## config.mk

```make
export PLATFORM = sky130hd
export DESIGN_NAME = scan_engine
export DESIGN_NICKNAME = d
export VERILOG_FILES = /design/src/rtl/scan_pkg.sv /design/src/rtl/scan_addr_gen.sv /design/src/rtl/scan_match.sv /design/src/rtl/scan_ctrl.sv /design/src/rtl/scan_engine.sv
export SDC_FILE = /design/constraint.sdc
export NUM_CORES = 1
export LEC_CHECK = 0
export CELL_PAD_IN_SITES_DETAIL_PLACEMENT = 0
export CELL_PAD_IN_SITES_GLOBAL_PLACEMENT = 1
export CORE_MARGIN = 1
export CORE_UTILIZATION = 38
export DETAILED_ROUTE_END_ITERATION = 12
export MAX_ROUTING_LAYER = met4
export PLACE_DENSITY = 0.9
export SETUP_SLACK_MARGIN = 0.2
export SLEW_MARGIN = 10
export SYNTH_ARGS = -nofsm -noshare
export SYNTH_HDL_FRONTEND = slang
export SYNTH_HIERARCHICAL = 1
export SYNTH_SLANG_ARGS = --single-unit
```

## constraint.sdc

```tcl
create_clock -name clk -period 6.3 [get_ports clk]
set_input_delay 1.26 -clock clk [delete_from_list [all_inputs] [get_ports clk]]
set_output_delay 1.26 -clock clk [all_outputs]
set_load 0.005 [all_outputs]
```

## src/rtl/scan_pkg.sv

```systemverilog
// Shared types for the descending scan engine.
package scan_pkg;
    typedef enum logic {
        ST_IDLE = 1'b0,
        ST_SCAN = 1'b1
    } scan_state_t;

    typedef enum logic [1:0] {
        OUT_NONE  = 2'd0,
        OUT_MATCH = 2'd1,
        OUT_SKIP  = 2'd2,
        OUT_SUSP  = 2'd3
    } scan_out_t;
endpackage

```

## src/rtl/scan_addr_gen.sv

```systemverilog
// Forms the memory word address and byte lane for the current element.
// Assumes ADDR_W < DATA_W so a byte address fits in DATA_W bits.
module scan_addr_gen #(
    parameter int DATA_W = 16,
    parameter int ADDR_W = 15
) (
    input  logic [DATA_W-1:0] ptr,
    input  logic [DATA_W-1:0] idx,
    input  logic              byte_sel,
    output logic [ADDR_W-1:0] word_addr,
    output logic              lane_odd
);
    logic [DATA_W-1:0] sum;

    // Element address = pointer + index; byte mode halves it to a word address.
    always_comb begin
        sum       = ptr + idx;
        word_addr = byte_sel ? sum[ADDR_W:1] : sum[ADDR_W-1:0];
        lane_odd  = byte_sel & sum[0];
    end
endmodule

```

## src/rtl/scan_match.sv

```systemverilog
// Compares the fetched element with the search value. In byte mode the
// selected byte is zero-extended before a full-width compare.
module scan_match #(
    parameter int DATA_W = 16
) (
    input  logic [DATA_W-1:0] rdata,
    input  logic [DATA_W-1:0] key,
    input  logic              byte_sel,
    input  logic              lane_odd,
    output logic              hit
);
    localparam int HALF = DATA_W / 2;

    logic [HALF-1:0]   lane;
    logic [DATA_W-1:0] cand;

    // Even byte address picks the upper half, odd picks the lower half.
    always_comb begin
        lane = lane_odd ? rdata[HALF-1:0] : rdata[DATA_W-1:HALF];
        cand = byte_sel ? {{(DATA_W-HALF){1'b0}}, lane} : rdata;
        hit  = (cand == key);
    end
endmodule

```

## src/rtl/scan_ctrl.sv

```systemverilog
// Scan sequencer: latches the operands on start, issues one read per
// element, steps the index down and records how the scan ended.
// Assumes mem_ack is only meaningful while mem_req is high.
module scan_ctrl
    import scan_pkg::*;
#(
    parameter int DATA_W = 16
) (
    input  logic              clk,
    input  logic              rst_n,
    input  logic              start,
    input  logic              byte_mode,
    input  logic [DATA_W-1:0] a_in,
    input  logic [DATA_W-1:0] x_in,
    input  logic [DATA_W-1:0] ptr_in,
    input  logic              irq,
    input  logic              mem_ack,
    input  logic              hit,
    output logic              mem_req,
    output logic              busy,
    output logic [DATA_W-1:0] x_q,
    output logic [DATA_W-1:0] a_q,
    output logic [DATA_W-1:0] ptr_q,
    output logic              byte_q,
    output logic              done,
    output logic              matched,
    output logic              skip,
    output logic              suspended
);
    localparam logic [DATA_W-1:0] ONE  = DATA_W'(1);
    localparam logic [DATA_W-1:0] ZERO = '0;

    scan_state_t       state;
    scan_out_t         outcome;
    logic [DATA_W-1:0] x_nxt;

    // Index after the element being acknowledged.
    always_comb x_nxt = x_q - ONE;

    // Sequencer: operand capture, per-element stepping and ending.
    always_ff @(posedge clk) begin
        if (!rst_n) begin
            state   <= ST_IDLE;
            outcome <= OUT_NONE;
            x_q     <= ZERO;
            a_q     <= ZERO;
            ptr_q   <= ZERO;
            byte_q  <= 1'b0;
            done    <= 1'b0;
        end else begin
            done <= 1'b0;
            case (state)
                ST_IDLE: begin
                    if (start) begin
                        a_q    <= a_in;
                        ptr_q  <= ptr_in;
                        byte_q <= byte_mode;
                        x_q    <= x_in;
                        if (x_in == ZERO) begin
                            outcome <= OUT_SKIP;
                            done    <= 1'b1;
                        end else begin
                            outcome <= OUT_NONE;
                            state   <= ST_SCAN;
                        end
                    end
                end
                default: begin
                    if (mem_ack) begin
                        x_q <= x_nxt;
                        if (hit) begin
                            outcome <= OUT_MATCH;
                            done    <= 1'b1;
                            state   <= ST_IDLE;
                        end else if (x_nxt == ZERO) begin
                            outcome <= OUT_SKIP;
                            done    <= 1'b1;
                            state   <= ST_IDLE;
                        end else if (irq) begin
                            outcome <= OUT_SUSP;
                            done    <= 1'b1;
                            state   <= ST_IDLE;
                        end
                    end
                end
            endcase
        end
    end

    // Status decode from the recorded ending.
    always_comb begin
        mem_req   = (state == ST_SCAN);
        busy      = (state == ST_SCAN);
        matched   = (outcome == OUT_MATCH);
        skip      = (outcome == OUT_SKIP);
        suspended = (outcome == OUT_SUSP);
    end

    AST_X_STEP: assert property (@(posedge clk) disable iff (!rst_n)
        (state == ST_SCAN && mem_ack) |=> (x_q == $past(x_q) - ONE));
    AST_ONE_OUTCOME: assert property (@(posedge clk) disable iff (!rst_n)
        done |-> ($countones({matched, skip, suspended}) == 1));
    AST_SKIP_EMPTY: assert property (@(posedge clk) disable iff (!rst_n)
        (done && skip) |-> (x_q == ZERO));
    AST_SUSP_LEFT: assert property (@(posedge clk) disable iff (!rst_n)
        (done && suspended) |-> (x_q != ZERO));
    AST_ZERO_NO_READ: assert property (@(posedge clk) disable iff (!rst_n)
        (state == ST_IDLE && start && x_in == ZERO) |=> (done && skip && !mem_req));
    AST_BUSY_IGNORE: assert property (@(posedge clk) disable iff (!rst_n)
        (state == ST_SCAN && start && !mem_ack) |=> (busy && $stable(x_q) && $stable(ptr_q)));
endmodule

```

## src/rtl/scan_engine.sv

```systemverilog
// Descending memory scan engine top. Reads elements from pointer + index
// downward until a match, exhaustion or a suspend request.
// Assumes memory answers each held request with mem_ack and valid data.
module scan_engine #(
    parameter int DATA_W = 16,
    parameter int ADDR_W = 15
) (
    input  logic              clk,
    input  logic              rst_n,
    input  logic              start,
    input  logic              byte_mode,
    input  logic [DATA_W-1:0] a_in,
    input  logic [DATA_W-1:0] x_in,
    input  logic [DATA_W-1:0] ptr_in,
    input  logic              irq,
    output logic              mem_req,
    output logic [ADDR_W-1:0] mem_addr,
    input  logic              mem_ack,
    input  logic [DATA_W-1:0] mem_rdata,
    output logic              busy,
    output logic              done,
    output logic              matched,
    output logic              skip,
    output logic              suspended,
    output logic [DATA_W-1:0] x_out
);
    localparam int HALF = DATA_W / 2;

    logic [DATA_W-1:0] x_q;
    logic [DATA_W-1:0] a_q;
    logic [DATA_W-1:0] ptr_q;
    logic              byte_q;
    logic              lane_odd;
    logic              hit;

    scan_ctrl #(.DATA_W(DATA_W)) u_ctrl (
        .clk       (clk),
        .rst_n     (rst_n),
        .start     (start),
        .byte_mode (byte_mode),
        .a_in      (a_in),
        .x_in      (x_in),
        .ptr_in    (ptr_in),
        .irq       (irq),
        .mem_ack   (mem_ack),
        .hit       (hit),
        .mem_req   (mem_req),
        .busy      (busy),
        .x_q       (x_q),
        .a_q       (a_q),
        .ptr_q     (ptr_q),
        .byte_q    (byte_q),
        .done      (done),
        .matched   (matched),
        .skip      (skip),
        .suspended (suspended)
    );

    scan_addr_gen #(.DATA_W(DATA_W), .ADDR_W(ADDR_W)) u_addr (
        .ptr       (ptr_q),
        .idx       (x_q),
        .byte_sel  (byte_q),
        .word_addr (mem_addr),
        .lane_odd  (lane_odd)
    );

    scan_match #(.DATA_W(DATA_W)) u_match (
        .rdata    (mem_rdata),
        .key      (a_q),
        .byte_sel (byte_q),
        .lane_odd (lane_odd),
        .hit      (hit)
    );

    // Index register doubles as the remaining-count output.
    assign x_out = x_q;

    AST_BYTE_UPPER: assert property (@(posedge clk) disable iff (!rst_n)
        (mem_req && byte_q && (a_q[DATA_W-1:HALF] != '0)) |-> !hit);
    AST_ADDR_HOLD: assert property (@(posedge clk) disable iff (!rst_n)
        (mem_req && !mem_ack) |=> (mem_req && $stable(mem_addr)));
endmodule

```

==> out/qor.yml, run 1 <==
run_status: "finished clean"
cts.repair.resized: 0
cpPeakStageDelay_ns: 0.53
postSynthAreaPerCell_um2: 7.54
finalWorstPathRequiredPeriod_ns: 4.39
switchingPower_w: 0.000356
drtIter0Drc: 163
drc_errors: 0
cts_max_path_buffers: 2
yosysSeqAreaShare_pct: 27.1
max-vdd-ir-drop_uv: 115
max_freq_mhz: 228
critPathCaptureType: "primary output"
design.die.area_um2: 10700
maxCapViolCount: 0
r2r_start: "u_ctrl/x_q[0]"
critPathLaunchType: "flop"
cts_tree: "yes"
rsz0062_at_grt: "no"
slowest_stage: "clkdlybuf4s50_1"
fin_skew_ns: 0.0100
final_cell_mix: "106 x clkdlybuf4s50_1, 96 x nand2_1, 61 x a21oi_1"
p_leak_nw: 1.85
synth_fa_ha_area_share_pct: 5.95
ys_async_sr_fraction_pct: 0
fp.dieW_um: 103
cts_setup_buffers: 0
synth.distinct_cells: 67
post-dp-hpwl_mm: 8.97
combinationalPowerShare_pct: 39.6
synthXorXnorAreaFrac_pct: 6.94
switching_share_pct: 35.4
postCtsHoldBufs: 0
netlist_area_um2: 3910
startpoint: "u_ctrl/x_q[0]"
period_share_pct: 69.8
hold_class: "reg -> reg"
finalSetupViolations: 0
place_inst: 727
clock_sinks: 53
required_ns: 5.04
worstPathCellList: "ha_1 > inv_1 > fa_1 > nor2b_1 > o2111ai_1 > a211oi_1 > nor4b_2 > xor2_1 > a22oi_1 > clkdlybuf4s50_1"
power_frac_clock_pct: 19.2
post-route-util_pct: 51.6
hp-start: "u_ctrl/ptr_q[10]"
multi_input_area_um2: 2650
route.vias.total: 4082
synth_nets: 607
worst_pin_slew_ns: 0.941
design.core.area_um2: 9860
start_util_pct: 39.7
h-tree-depth: 2
fillers: 958
diodes: 0
clock_latency_ns: 0.31
gr-total-overflow: 0
area_growth_pct: 30.0
critPathKind: "reg -> out"
grt_first_pass_wirelength_mm: 19.2
finalMaxSlewViolations: 0
arrival_ns: 3.13
cts-root-buf: "clkbuf_8"
final_common_cell: "clkdlybuf4s50_1"
io_buffers: 106
place.gp.congestion: 0.890
slew_headroom_pct: 37.1
via_per_inst: 5.55
postSynthCellCount: 519
seq_power_share_pct: 41.3
hold_viol_final: 0
synth_edf_count: 0
p_int_w: 0.000649
dr.pass1.iters: 5
drive_gt1_share_pct: 4.98
path_clk_slew_ns: 0.09
final_cells: 735
pin_count: 107
totalWireLength_mm: 11.8
hold_ws_ns: 0.467
wire_per_inst_um: 16.0
power.density_nw_per_um2: 197
synthSimpleGateAreaFrac_pct: 26.1
dieHeight_um: 103
cts_buffers: 5
postRouteAntennaNets: 0
synth_top_family_by_area: "simple AND/OR/NAND/NOR gates"
synth_compound_area_share_pct: 25.1
synth-main-ff-cell: "dfxtp_1"
grt_max_degree: 46
synth_mux_area_share_pct: 3.52
antenna_found_initial: 0
nNetsFinal: 689
fin_setup_tns_ns: 0
yosysWarnings: 6
num_rows: 36
cp_max_fo: 8
synth_seq_cells: 53
seq_area_um2: 1060
grt_pass1_vias: 3915
grt_usage_pct: 23.6
## through the flow
stage	setup slack (ns)	instance area [µm²]	power, W
2_1_floorplan	2.95	3910	0.000641
3_3_place_gp	2.34	5000	0.000809
3_5_place_dp	2.25	5000	0.000817
4_1_cts	1.89	5090	0.00101
5_1_grt	1.67	5090	0.00108
6_report	1.91	5090	0.00100
## power by group through the flow
stage | Sequential, W | Clock [W] | Combinational (W)
2_1_floorplan | 0.000395 | 0 | 0.000246
3_3_place_gp | 0.000419 | 0 | 0.000389
3_5_place_dp | 0.000422 | 0 | 0.000395
4_1_cts | 0.000414 | 0.000200 | 0.000397
5_1_grt | 0.000421 | 0.000213 | 0.000442
6_report | 0.000415 | 0.000192 | 0.000398
## worst paths after layout
| kind | endpoint | slack [ns] | cells past startpoint |
|---|---|---|---|
| hold reg to reg | u_ctrl/ptr_q[10] | 0.47 | 2 |
| setup / recovery | mem_addr[14] | 1.91 | 10 |
| hold / removal | u_ctrl/ptr_q[10] | 0.47 | 2 |
| setup reg to reg | u_ctrl/outcome[1] | 3.35 | 11 |
## cell families (layout without fill, tap and decap cells)
family / after synthesis / count (layout)
compound gates: 151 / 151
xor+xnor: 31 / 31
mux: 13 / 13
buf+inv: 47 / 130
simple gates: 206 / 206
flops: 53 / 53
fa+ha+maj: 18 / 18
## layout make-up
| type | count | area share [%] |
|---|---|---|
| Multi-Input combinational cell | 419 | 52.0 |
| Timing Repair Buffer | 108 | 21.2 |
| Sequential cell | 53 | 20.9 |
| Tap cell | 133 | 3.27 |
| Clock buffer | 7 | 1.50 |
| Inverter | 14 | 1.03 |
| Clock inverter | 1 | 0.148 |
## worst max-delay path, delay by kind of cell, from the launching register on
kind	cells	cell delay (ns)
xor+xnor	1	0.16
buf+inv	2	0.59
flops	1	0.48
simple gates	2	0.29
fa+ha+maj	2	0.63
compound gates	3	0.70
## sequential cells by signal (all words and copies together), names as in the netlist
| name | flops |
|---|---|
| u_ctrl/busy | 1 |
| u_ctrl/byte_q | 1 |
| u_ctrl/done | 1 |
| u_ctrl/x_q | 16 |
| u_ctrl/ptr_q | 16 |
| u_ctrl/outcome | 2 |
| u_ctrl/a_q | 16 |
## synthesized netlist by cell type, drive strengths merged (4+ instances only)
library cell,number,area share [%]
a211oi,6,1.2
a21oi,61,7.8
a221oi,4,0.90
a31oi,9,1.4
and2,6,0.96
buf,7,1.4
clkbuf,26,2.5
dfxtp,53,27
ha,17,5.4
inv,13,1.2
mux2,6,1.7
mux2i,7,1.8
nand2,96,9.2
nand2b,5,0.99
nand3,12,1.7
nand4,6,0.96
nor2,35,3.4
nor2b,12,1.9
nor3,5,0.64
nor4,9,1.8
nor4b,4,1.4
nor4bb,4,1.0
o21a,4,0.77
o21ai,24,3.2
o32ai,6,1.3
o41ai,4,1.6
or3,4,0.64
xnor2,19,4.3
xor2,12,2.7
## per-layer routing
layer	GRT usage [%]	routed length (µm)	vias to the layer above
li1	-	-	2041
met1	30.9	5590	1911
met2	38.4	5490	120
met3	3.09	548	10
met4	5.85	125	0
met5	-	0	-
No activity file was read; power rests on OpenSTA's default activity.
==> inputs of run 2 (changes only) <==
--- a/config.mk
+++ b/config.mk
@@ -8,10 +8,10 @@
 export CELL_PAD_IN_SITES_DETAIL_PLACEMENT = 0
 export CELL_PAD_IN_SITES_GLOBAL_PLACEMENT = 1
 export CORE_MARGIN = 1
-export CORE_UTILIZATION = 38
+export CORE_UTILIZATION = 35
 export DETAILED_ROUTE_END_ITERATION = 12
 export MAX_ROUTING_LAYER = met4
-export PLACE_DENSITY = 0.9
+export PLACE_DENSITY = 0.84
 export SETUP_SLACK_MARGIN = 0.2
 export SLEW_MARGIN = 10
 export SYNTH_ARGS = -nofsm -noshare
==> constraint.sdc (replaced) <==
create_clock -name clk -period 4.55 [get_ports clk]
set_input_delay 0.91 -clock clk [delete_from_list [all_inputs] [get_ports clk]]
set_output_delay 0.91 -clock clk [all_outputs]
set_load 0.005 [all_outputs]
==> out/qor.yml, run 2 (synthesis results as in run 1) <==
num_rows: 38  # +5.6%
cp_max_fo: 8  # unchanged
wl_met2_mm: 5.55  # +1.1%
diodes: 0  # unchanged
grt_usage_pct: 21.3  # -2.3 points
switching_share_pct: 34.8  # -0.59 points
dr.pass1.iters: 5  # unchanged
grt_first_pass_wirelength_mm: 19.1  # -0.29%
start_util_pct: 35.9  # -3.7 points
maxCapViolCount: 0  # unchanged
switchingPower_w: 0.000509  # +43%
clock_latency_ns: 0.31  # about the same
drtIter0Drc: 183  # +12%
final_common_cell: "clkdlybuf4s50_1"
slew_headroom_pct: 37.2  # +0.13 points
totalWireLength_mm: 11.8  # +0.59%
place.gp.congestion: 0.883  # -0.74%
fp.dieW_um: 108  # +4.1%
grt_max_degree: 46  # unchanged
wire_per_inst_um: 15.9  # -0.36%
design.die.area_um2: 11600  # +8.4%
dieHeight_um: 108  # +4.1%
top_regs: "u_ctrl/a_q: 16 flops, u_ctrl/ptr_q: 16 flops, u_ctrl/x_q: 16 flops"
postCtsHoldBufs: 0  # unchanged
clock_sinks: 53  # unchanged
hold_ws_ns: 0.472  # +0.00474 ns
final_cell_mix: "106 x clkdlybuf4s50_1, 96 x nand2_1, 61 x a21oi_1"
gr-total-overflow: 0  # unchanged
hold_class: "reg -> reg"
route.vias.total: 4108  # +0.64%
area_growth_pct: 31.1
h-tree-depth: 2  # unchanged
cts_buffers: 5  # unchanged
critPathCaptureType: "primary output"
nNetsFinal: 689  # unchanged
antenna_found_initial: 0  # unchanged
fin_setup_tns_ns: 0  # unchanged
worst_pin_slew_ns: 0.939  # -0.00197 ns
period_share_pct: 88.9
p_int_w: 0.000954  # +47%
pin_count: 107  # unchanged
max_freq_mhz: 247
cts_setup_buffers: 0  # unchanged
critPathLaunchType: "flop"
max-vdd-ir-drop_uv: 222  # +93%
drive_gt1_share_pct: 5.32  # +0.33 points
cts_max_path_buffers: 2  # unchanged
run_status: "finished clean"
rsz0062_at_grt: "no"
combinationalPowerShare_pct: 37.5  # -2.1 points
routed.top_layer: "met4"
met1_length_mm: 5.50  # -1.6%
seq_power_share_pct: 39.2  # -2.1 points
cts-root-buf: "clkbuf_8"
post-route-util_pct: 47.1  # -4.5 points
postRouteAntennaNets: 0  # unchanged
via_per_inst: 5.54  # -0.31%
finalSetupViolations: 0  # unchanged
path_clk_slew_ns: 0.11  # +0.02 ns
cts.repair.resized: 0  # unchanged
power_frac_clock_pct: 23.3  # +4.1 points
power.density_nw_per_um2: 285  # +45%
power.total_w: 0.00146  # +46%
p_leak_nw: 1.87  # +0.86%
design.core.area_um2: 10900  # +10%
critPathKind: "reg -> out"
required_ns: 3.64  # -1.40 ns
cts_tree: "yes"
arrival_ns: 3.13  # about the same
finalWorstPathRequiredPeriod_ns: 4.04
drc_errors: 0  # unchanged
finalMaxSlewViolations: 0  # unchanged
post-dp-hpwl_mm: 8.95  # -0.24%
grt_pass1_vias: 3964  # +1.3%
hold_viol_final: 0  # unchanged
io_buffers: 106  # unchanged
fin_skew_ns: 0.0124  # +0.00233 ns
wl_met3_um: 677  # +24%
==> run 2: path summary, 6_finish.rpt <==
kind	endpoint	slack, ns	cells past startpoint	from
worst max-delay path	mem_addr[14]	0.51	10	u_ctrl/x_q[0]
worst min-delay path	u_ctrl/ptr_q[11]	0.47	2	u_ctrl/ptr_q[11]
worst max register to register	u_ctrl/outcome[1]	1.51	11	u_ctrl/x_q[0]
worst min register to register	u_ctrl/ptr_q[11]	0.47	2	u_ctrl/ptr_q[11]
==> run 2: layout make-up <==
class                           count  area [µm²]
Tap cell                          140         175
Timing Repair Buffer              108        1080
Fill cell                        1094        5760
Sequential cell                    53        1060
Clock inverter                      3        46.3
Clock buffer                        5        68.8
Inverter                           14        52.6
Multi-Input combinational cell    419        2650
==> run 2: layer usage <==
metal	up-vias	GRT usage, %
met4	0	5.87
met2	126	34.6
met5	-	-
met3	10	3.33
met1	1937	27.3
li1	2035	-
==> run 2: worst max-delay path: stages (launching register included) <==
cell             delay (ns)
dfxtp_1                0.48
ha_1                   0.22
inv_1                  0.05
fa_1                   0.41
nor2b_1                0.19
o2111ai_1              0.18
a211oi_1               0.32
nor4b_2                0.08
xor2_1                 0.16
a22oi_1                0.19
clkdlybuf4s50_1        0.53
==> run 2: stage by stage <==
stage / area (µm²) / std cells / worst slack, ns
final: 5130 / 742 / 0.507
after global routing: 5130 / 742 / 0.317
after CTS: 5130 / 742 / 0.481
after detailed placement: 5010 / 734 / 0.843
after global placement: 5010 / 734 / 0.924
after floorplan: 3910 / 519 / 1.55
==> run 2: power by group through the flow <==
stage                     Sequential (W)  Clock (W)  Combinational [W]
final                           0.000574   0.000340           0.000549
after global routing            0.000583   0.000363           0.000604
after CTS                       0.000574   0.000345           0.000549
after detailed placement        0.000584          0           0.000546
after global placement          0.000582          0           0.000539
after floorplan                 0.000547          0           0.000340
==> inputs of run 3 (changes only) <==
--- a/config.mk
+++ b/config.mk
@@ -5,13 +5,14 @@
 export SDC_FILE = /design/constraint.sdc
 export NUM_CORES = 1
 export LEC_CHECK = 0
+export ABC_AREA = 1
 export CELL_PAD_IN_SITES_DETAIL_PLACEMENT = 0
 export CELL_PAD_IN_SITES_GLOBAL_PLACEMENT = 1
 export CORE_MARGIN = 1
-export CORE_UTILIZATION = 35
+export CORE_UTILIZATION = 34
 export DETAILED_ROUTE_END_ITERATION = 12
 export MAX_ROUTING_LAYER = met4
-export PLACE_DENSITY = 0.84
+export PLACE_DENSITY = 0.85
 export SETUP_SLACK_MARGIN = 0.2
 export SLEW_MARGIN = 10
 export SYNTH_ARGS = -nofsm -noshare
==> out/qor.yml, run 3 <==
grt_max_degree: 38  # -17%
combinationalPowerShare_pct: 40.6  # +3.1 points
cts_max_path_buffers: 2  # unchanged
hold_class: "reg -> reg"
slew_headroom_pct: 55.8  # +19 points
grt_usage_pct: 21.7  # +0.42 points
cts.repair.resized: 0  # unchanged
route.vias.total: 4701  # +14%
power_frac_clock_pct: 23.9  # +0.6 points
wire_per_inst_um: 13.6  # -14%
clock_latency_ns: 0.29  # -0.02 ns
drtIter0Drc: 385  # +110%
run_status: "finished clean"
cp_max_fo: 5  # -3
max-vdd-ir-drop_uv: 155  # -30%
synthXorXnorAreaFrac_pct: 2.28  # -4.7 points
period_share_pct: 76.8  # -12 points
num_rows: 40  # +5.3%
ys_async_sr_fraction_pct: 0  # unchanged
postSynthCellCount: 716  # +38%
antenna_found_initial: 0  # unchanged
synth_top_cells_by_area: "dfxtp_1 25%, nand2_1 17%, nor2_1 9.0%, inv_1 8.1%, nand3_1 7.7%"
area_growth_pct: 30.8
synth.distinct_cells: 37  # -45%
max_freq_mhz: 286  # +16%
cpPeakStageDelay_ns: 0.51  # -0.02 ns
required_ns: 3.64  # about the same
synth_top_cell_by_area: "dfxtp_1"
critPathCaptureType: "primary output"
cts_tree: "yes"
slowest_stage: "clkdlybuf4s50_1"
cts_buffers: 5  # unchanged
synth_top_family_by_area: "simple AND/OR/NAND/NOR gates"
worst_pin_slew_ns: 0.661  # -0.277 ns
synth_mux_area_share_pct: 0.237  # -3.3 points
postCtsHoldBufs: 0  # unchanged
synth-main-ff-cell: "dfxtp_1"
gr-total-overflow: 0  # unchanged
synth_top_cell_area_share_pct: 25.1  # -2.0 points
hold_viol_final: 0  # unchanged
grt_pass1_vias: 4400  # +11%
switching_share_pct: 36.5  # +1.7 points
worstPathCellList: "ha_1 > inv_1 > fa_1 > o21bai_1 > nand2_1 > nand4_1 > nand3_1 > nand2_1 > clkdlybuf4s50_1"
fin_setup_tns_ns: 0  # unchanged
final_cell_mix: "195 x nand2_1, 106 x clkdlybuf4s50_1, 101 x nor2_1"
yosysWarnings: 6  # unchanged
yosysMostFrequentCell: "nand2_1"
p_int_w: 0.00101  # +5.6%
netlist_area_um2: 4230  # +8.0%
arrival_ns: 2.58  # -0.55 ns
design.die.area_um2: 12900  # +11%
synth_fa_ha_area_share_pct: 5.51  # -0.44 points
hold_ws_ns: 0.494  # +0.0227 ns
top_regs: "u_ctrl/a_q: 16 flops, u_ctrl/ptr_q: 16 flops, u_ctrl/x_q: 16 flops"
synth_seq_cells: 53  # unchanged
clock_sinks: 53  # unchanged
synth_compound_area_share_pct: 12.3  # -13 points
fp.dieW_um: 113  # +5.3%
p_leak_nw: 2.65  # +42%
postRouteAntennaNets: 0  # unchanged
cts-root-buf: "clkbuf_16"
finalSetupViolations: 0  # unchanged
power.density_nw_per_um2: 287  # +0.65%
seq_power_share_pct: 35.4  # -3.8 points
postSynthAreaPerCell_um2: 5.90  # -22%
design.core.area_um2: 12100  # +11%
h-tree-depth: 2  # unchanged
start_util_pct: 35.0  # -0.90 points
via_per_inst: 4.82  # -13%
post-dp-hpwl_mm: 10.4  # +16%
dr.pass1.iters: 5  # unchanged
diodes: 0  # unchanged
finalWorstPathRequiredPeriod_ns: 3.49  # -0.549 ns
cts_setup_buffers: 0  # unchanged
pin_count: 107  # unchanged
rsz0062_at_grt: "no"
switchingPower_w: 0.000579  # +14%
io_buffers: 106  # unchanged
synth_edf_count: 0  # unchanged
nNetsFinal: 895  # +30%
critPathLaunchType: "flop"
path_clk_slew_ns: 0.07  # -0.04 ns
fillers: 1284  # +17%
drc_errors: 0  # unchanged
grt_first_pass_wirelength_mm: 21.6  # +13%
netlist_top_cells_count: "195 x nand2_1, 101 x nor2_1, 91 x inv_1"
dieHeight_um: 113  # +5.3%
fin_skew_ns: 0.00312  # -0.00925 ns
finalMaxSlewViolations: 0  # unchanged
totalWireLength_mm: 13.3  # +13%
final_common_cell: "nand2_1"
maxCapViolCount: 0  # unchanged
yosysSeqAreaShare_pct: 25.1  # -2.0 points
synth_nets: 804  # +32%
drive_gt1_share_pct: 5.32  # +0.0062 points
crit_top_cell: "nand2_1"
critPathKind: "reg -> out"
synthSimpleGateAreaFrac_pct: 42.7  # +17 points
place.gp.congestion: 0.933  # +5.7%
[run 3: worst max-delay path: cells and delay by family, from the launching register on]
kind                       cells  cell delay, ns
adders and majority gates      2            0.61
buffers and inverters          2            0.56
and+or+nand+nor                4            0.42
DFF                            1            0.41
AOI/OAI and AO/OA              1            0.31
[run 3: kinds of logic (layout without fill, tap and decap cells)]
family,count (synthesis),count (layout)
mux,1,1
fa+ha+maj,18,18
flops,53,53
xor+xnor,11,11
buf+inv,122,214
simple gates,413,413
compound gates,98,98
[run 3: layer usage]
layer  routed length (µm)  vias up  part of all wire (%)  track usage (%)
met4                  130        0                  0.98             5.00
met1                 6510     2135                    49             28.5
met5                    0        -                     0                -
met3                  550        9                   4.1             2.60
met2                 6130      112                    46             35.6
li1                     -     2445                     -                -
[run 3: metrics by stage]
stage | setup slack [ns] | util [%] | power (W) | area [µm²] | instances
after floorplan | 2.05 | - | 0.000945 | 4230 | 716
after global placement | 1.41 | 44.6 | 0.00121 | 5380 | 968
after detailed placement | 1.37 | 44.6 | 0.00122 | 5380 | 968
after CTS | 1.04 | 45.8 | 0.00160 | 5530 | 976
after global routing | 0.884 | 45.8 | 0.00170 | 5530 | 976
final | 1.06 | 45.8 | 0.00159 | 5530 | 976
[run 3: cell type report]
| cell class | count | area (µm²) | area share [%] |
|---|---|---|---|
| Multi-Input combinational cell | 541 | 2660 | 48.2 |
| Timing Repair Buffer | 109 | 1080 | 19.6 |
| Sequential cell | 53 | 1060 | 19.2 |
| Inverter | 97 | 367 | 6.63 |
| Tap cell | 168 | 210 | 3.80 |
| Clock buffer | 5 | 125 | 2.26 |
| Clock inverter | 3 | 17.5 | 0.317 |
[run 3: worst paths after layout]
check	start	endpoint	slack, ns	cells past startpoint
max	u_ctrl/x_q[0]	mem_addr[12]	1.06	9
min	u_ctrl/ptr_q[0]	u_ctrl/ptr_q[0]	0.49	2
max reg2reg	u_ctrl/byte_q	u_ctrl/outcome[1]	1.69	16
min reg2reg	u_ctrl/ptr_q[0]	u_ctrl/ptr_q[0]	0.49	2
[run 3: power by group through the flow]
stage,Clock (W),Sequential [W],Combinational [W]
detailed placement,0,0.000574,0.000642
finish,0.000380,0.000562,0.000645
global route,0.000410,0.000571,0.000723
CTS,0.000394,0.000563,0.000646
floorplan,0,0.000553,0.000392
global placement,0,0.000572,0.000637
